==> src/rtl/gclk_start_seq.sv <==
module gclk_start_seq #(
  parameter int NCH         = 6,
  parameter int SYNC_STAGES = 2
) (
  input  logic             clk,
  input  logic             rst_n,
  input  logic             clk1_in,
  input  logic             uvlo_ok,
  input  logic             dsense_ok,
  input  logic             cs_sel,
  input  logic             edge_rel,
  output logic [2*NCH-1:0] ch_cmd,
  output logic [1:0]       dis1_cmd,
  output logic [1:0]       dis2_cmd,
  output logic             cs_mode
);

  localparam logic [1:0] C_LOW    = 2'b00;
  localparam logic [1:0] C_FOLLOW = 2'b01;
  localparam logic [1:0] C_HIGH   = 2'b10;
  localparam int         TOP      = SYNC_STAGES - 1;

  typedef enum logic [1:0] {S_HOLD, S_WAIT, S_RUN, S_FAULT} st_t;

  logic [TOP:0] uv_sy, ds_sy, c1_sy;
  logic         uv_d, c1_d;
  st_t          st;

  always_ff @(posedge clk or negedge rst_n) begin
    if (!rst_n) begin
      uv_sy <= '0;
      ds_sy <= '0;
      c1_sy <= '0;
      uv_d  <= 1'b0;
      c1_d  <= 1'b0;
    end else begin
      uv_sy <= {uv_sy[TOP-1:0], uvlo_ok};
      ds_sy <= {ds_sy[TOP-1:0], dsense_ok};
      c1_sy <= {c1_sy[TOP-1:0], clk1_in};
      uv_d  <= uv_sy[TOP];
      c1_d  <= c1_sy[TOP];
    end
  end

  wire uv_s    = uv_sy[TOP];
  wire ds_s    = ds_sy[TOP];
  wire uv_rise = uv_s & ~uv_d;
  wire c1_rise = c1_sy[TOP] & ~c1_d;

  always_ff @(posedge clk or negedge rst_n) begin
    if (!rst_n) begin
      st <= S_HOLD;
    end else if (st != S_FAULT) begin
      if (!uv_s)
        st <= S_HOLD;
      else if (st == S_HOLD && uv_rise)
        st <= !ds_s ? S_FAULT : (edge_rel ? S_WAIT : S_RUN);
      else if (st == S_WAIT && c1_rise)
        st <= S_RUN;
    end
  end

  always_ff @(posedge clk or negedge rst_n) begin
    if (!rst_n)       cs_mode <= 1'b0;
    else if (!uv_s)   cs_mode <= 1'b0;
    else if (uv_rise) cs_mode <= cs_sel;
  end

  wire [1:0] lane = (st == S_RUN) ? C_FOLLOW : (st == S_FAULT) ? C_HIGH : C_LOW;

  genvar g;
  generate
    for (g = 0; g < NCH; g++) begin : g_ch
      assign ch_cmd[2*g +: 2] = lane;
      a_r9_no_code11: assert property (@(posedge clk) disable iff (!rst_n)
        ch_cmd[2*g +: 2] != 2'b11);
    end
  endgenerate

  assign dis1_cmd = (st == S_FAULT) ? C_HIGH : C_LOW;
  assign dis2_cmd = dis1_cmd;

  a_r2_held_low: assert property (@(posedge clk) disable iff (!rst_n)
    (!uv_d && st != S_FAULT) |-> (ch_cmd == '0 && dis1_cmd == C_LOW && dis2_cmd == C_LOW));

  a_r6_fault_sticky: assert property (@(posedge clk) disable iff (!rst_n)
    (dis1_cmd == C_HIGH) |=> (dis1_cmd == C_HIGH && ch_cmd[1:0] == C_HIGH));

  a_r7_mode_stable: assert property (@(posedge clk) disable iff (!rst_n)
    (uv_d && $past(uv_d)) |-> $stable(cs_mode));

  a_r4_wait_holds: assert property (@(posedge clk) disable iff (!rst_n)
    (st == S_WAIT && uv_s && !c1_rise) |=> (st == S_WAIT && ch_cmd == '0));

  a_r8_fall_clears: assert property (@(posedge clk) disable iff (!rst_n)
    (!uv_s && st != S_FAULT) |=> (!cs_mode && st == S_HOLD));

endmodule

==> config.mk <==
export PLATFORM = sky130hd
export DESIGN_NAME = gclk_start_seq
export DESIGN_NICKNAME = d
export VERILOG_FILES = /design/src/rtl/gclk_start_seq.sv
export SDC_FILE = /design/constraint.sdc
export NUM_CORES = 1
export LEC_CHECK = 0
export BUFFER_PORTS_ARGS = -buffer_cell sky130_fd_sc_hd__buf_2
export CORE_MARGIN = 2
export CORE_UTILIZATION = 30
export DETAILED_ROUTE_END_ITERATION = 7
export PLACE_DENSITY_LB_ADDON = 0.2
export SETUP_SLACK_MARGIN = 0.05
export SYNTH_ARGS = -nofsm -noshare
export SYNTH_HDL_FRONTEND = slang
export SYNTH_SLANG_ARGS = --single-unit
==> constraint.sdc <==
create_clock -name clk -period 1.3 [get_ports clk]
set_input_delay 0.065 -clock clk [delete_from_list [all_inputs] [get_ports clk]]
set_output_delay 0.065 -clock clk [all_outputs]
set_load 0.03 [all_outputs]
# Word-level counts from Yosys, hierarchy flattened
# Index checks and enable logic that the tools add are counted.
[word_totals]
reg_bits = 11
in_bits = 7
output_inout_bits = 17
elab_cells = 30
[classes]
eq_ne = 6
muxes = 9
bitwise = 4
reduce_logical = 4
[ops]
columns = ["operator", "n"]
rows = [
  ["$mux 2", 7],
  ["$eq 2x2->1 const B", 2],
  ["$ne 3x1->1 const B", 1],
  ["$and 1x1->1", 2],
  ["$eq 2x1->1 const B", 1],
  ["$logic_and 1x1->1", 2],
  ["$logic_not 2->1", 1],
  ["$mux 1", 2],
  ["$ne 2x1->1 const B", 1],
  ["$ne 2x2->1 const B", 1],
  ["$not 1->1", 2],
  ["$reduce_and 2->1", 1],
]

# Longest topological paths before layout
[logic_depth]
ltp_word = 6
mapped_depth = 3
depth_no_buf = 3

# Worst setup path before layout
# OpenSTA, ideal clock, no wires.
[synth_timing]
path_kind = "register to output"
start = "register st[0]"
end = "output ch_cmd[11]"
arrival_time_ns = 1.023
slack_ns = 0.212
stages_incl_launch_ff = 4
n_path_buf = 1
cell_sequence = "dfrtp_1 nand2_1 inv_1 buf_4"
[synth_via]
elab_chain_len = 3
[synth_lines]
columns = ["item", "line", "text"]
rows = [
  ["from (decl)", "27", "st_t st;"],
  ["from (signal assigned)", "57", "st <= !ds_s ? S_FAULT : (edge_rel ? S_WAIT : S_RUN);"],
  ["$eq 2x2->1", "69", "wire [1:0] lane = (st == S_RUN) ? C_FOLLOW : (st == S_FAULT) ? C_HIGH : C_LOW;"],
  ["$mux 2", "69", ""],
  ["$mux 2 *", "69", ""],
  ["to (decl)", "12", "output logic [2*NCH-1:0] ch_cmd,"],
]
# Mark *: on every way between the ends. The rest lies on a longest branch, timed or not.

# Worst setup path after layout
[layout_timing]
start = "register st[1]"
end = "output dis1_cmd[1]"
[layout_via]
elab_chain_len = 2
[layout_lines]
columns = ["item", "line", "text"]
rows = [
  ["$eq 2x2->1", "80", "assign dis1_cmd = (st == S_FAULT) ? C_HIGH : C_LOW;"],
  ["$mux 2", "80", ""],
  ["to (decl)", "13", "output logic [1:0] dis1_cmd,"],
]
# Every way passes these cells.

==> impl_metrics.json <==
{
  "power.static_leakage_nw": 0.299,
  "clk_pin_slew_ns": 0.06,
  "synth_edf_count": 0,
  "cts_sinks": 11,
  "wp_data_arrival_ns": 1.10,
  "core_um2": 1510,
  "dr.first_iter.drc_count": 3,
  "post_synth_most_frequent_cells": "buf_4, dfrtp_1, nand2_1, nand3_1, nor2b_1",
  "power_frac_clock": 0.350,
  "finalWirelength_um": 700,
  "combinationalPowerShare": 0.073,
  "syn-mean-instance-area_um2": 11.6,
  "vias": 322,
  "ys_types": 14,
  "cts_tree": "yes",
  "worst_setup_path_end_kind": "output port",
  "hold_path_class": "primary input to flop",
  "synthCells": 42,
  "critPathMaxFanout": 8,
  "drv.max_cap_violation_count": 0,
  "drt_drc_violations_left": 0,
  "clk_latency_worst_skew_pair_ns": 0.26,
  "maximum_number_of_pins_on_one_net_before_global_route_repair": 12,
  "totalNegativeSetupSlack_ns": 0,
  "floorplan.die.width_um": 44.2,
  "required_ns": 1.24,
  "status": "completed",
  "sequentialPowerShare": 0.577,
  "grt_overflow": 0,
  "yosysSeqAreaShare": 0.567,
  "finalWorstPathRequiredPeriod_ns": 1.17,
  "syn-cell-area_um2": 485,
  "per_cell_routed_wire_length_um": 9.33,
  "area.growth.synth_to_final_pct": 23.2,
  "cts.root.buffer_cell": "clkbuf_4",
  "vias_in_the_first_global_route": 305,
  "r2r-start": "st[0]",
  "non_filler_cells_in_the_finished_layout": 75,
  "numPlacedInstances": 66,
  "critPathLaunch": "st[1]",
  "sw_frac_of_total": 0.214,
  "route.antenna.remaining_nets": 0,
  "ioPinCount": 24,
  "grt_usage": 0.0932,
  "rows": 14,
  "slew_viol_final": 0,
  "power_per_cell_area_nw_per_um2": 1050,
  "place_congestion": 0.556,
  "ctsHtreeMaxLevel": 1,
  "worstHoldStart": "cs_sel",
  "detailedPlace.worstSlack_ns": 0.305,
  "fillCellCount": 150,
  "drt_pass1_iterations": 2,
  "power.total_w": 0.000630,
  "async_set_or_reset_register_ratio_after_synthesis": 1.00,
  "internal_power_w": 0.000495,
  "unrepaired_setup_endpoints_after_global_routing": "false",
  "post_route_cells_drive_above_1_share": 0.492,
  "final_hold_viol_count": 0,
  "post-synth-top-count-cell": "buf_4",
  "cts_buffer_depth": 2,
  "ir_drop_worst_case_vdd_uv": 521,
  "fmaxAchievable_mhz": 855,
  "design_area_um2": 598,
  "routed_via_density": 4.29,
  "die_y_um": 44.2,
  "clock-skew-final_ns": 0.00176,
  "detailed_place.area_um2": 509,
  "synth_top_cell_by_area": "dfrtp_1",
  "synth_top_flop_cell": "dfrtp_1",
  "report.final.setup_viol": 0,
  "start_util": 0.322,
  "port_buffers": 21,
  "num-nets-final": 67,
  "antenna_cells": 0,
  "timing.final.ws_setup_ns": 0.131,
  "grt_first_pass_wirelength_um": 1180,
  "tritoncts_buffers": 3,
  "final_min_period_over_clock_period": 0.899,
  "synth.top_cells.by_area": "dfrtp_1, buf_4, o311ai_2",
  "yosys_register_bits": 11,
  "post-synth-top-area-fraction": 0.567,
  "synthesis.yosys.warnings": 0,
  "switching_power_w": 0.000135,
  "worst-setup-path-type": "flop to output port",
  "grt_antenna_before_repair": 0,
  "worst_setup_path_start_kind": "flop",
  "fp.dieArea_um2": 1960
}
[power by group through the flow]
stage / Sequential (W) / Combinational [W] / Clock, W
final: 0.000364 / 0.0000460 / 0.000220
after global routing: 0.000365 / 0.0000520 / 0.000257
after CTS: 0.000364 / 0.0000468 / 0.000235
after detailed placement: 0.000371 / 0.0000377 / 0
after global placement: 0.000370 / 0.0000374 / 0
after floorplan: 0.000373 / 0.0000205 / 0
[routing by layer]
metal / global-route usage / up-vias / part of all wire
met4: 0.0545 / 0 / 0
met5: 0 / - / 0
li1: - / 154 / -
met1: 0.0675 / 145 / 0.36
met2: 0.165 / 23 / 0.51
met3: 0.0735 / 0 / 0.12
[path summary, 6_finish.rpt]
check | end | slack (ns) | cells after the start
max | dis1_cmd[1] | 0.13 | 3
min | cs_mode | 0.09 | 3
max reg2reg | st[0] | 0.22 | 4
min reg2reg | uv_sy[1] | 0.35 | 0
max in group asynchronous | c1_d | 0.91 | 2
min in group asynchronous | uv_sy[1] | 0.20 | 2
[sequential cells by signal (all words and copies together) (netlist names)]
name,flops
c1_d,1
c1_sy,2
cs_mode,1
ds_sy,2
st,2
uv_d,1
uv_sy,2
[through the flow]
step	util	hold WS (ns)
CTS	0.387	0.0803
floorplan	-	-0.231
detailed placement	0.338	-0.0559
finish	0.397	0.0885
global route	0.397	0.126
global placement	0.338	-0.0563
[critical path, stage by stage, from the launching register on]
cell     delay (ns)
dfrtp_1        0.41
nand2_1        0.11
inv_2          0.12
buf_2          0.21
[cell families (layout without fill, tap and decap cells)]
family / Yosys count / count (layout) / share of synthesized area
compound gates: 3 / 3 / 0.0593
flops: 11 / 11 / 0.567
other cells: 1 / 2 / 0.00772
simple gates: 11 / 11 / 0.121
buf+inv: 15 / 31 / 0.224
mux: 1 / 1 / 0.0206
[layout by cell type, fill, tap and decap left out, types with 2 or more instances in the layout]
| cell | Yosys | routed |
|---|---|---|
| nor2b_1 | 2 | 2 |
| conb_1 | 1 | 2 |
| dfrtp_1 | 11 | 11 |
| nand3_1 | 2 | 2 |
| nand2_1 | 4 | 4 |
| clkbuf_4 | 0 | 9 |
| buf_2 | 0 | 15 |
| dlygate4sd3_1 | 0 | 4 |
[area by class of cell]
| cell class | instances | area, um2 | area share |
|---|---|---|---|
| multi-input combinational | 17 | 105 | 0.176 |
| inverter | 1 | 3.75 | 0.00628 |
| clock buffer | 4 | 26.3 | 0.0439 |
| tap | 16 | 20.0 | 0.0335 |
| sequential | 11 | 275 | 0.460 |
| timing repair buffer | 26 | 168 | 0.280 |
[what timing repair did]
action | 4_1_cts | 5_1_grt
hold endpoints to repair | 14 | 0
gates resized for setup | 0 | 7
pin swaps | 0 | 0
endpoints found under the setup margin | 14 | 8
buffers inserted | 1 | 0
hold buffers | 4 | 0
Power figures use the tool's default switching activity.
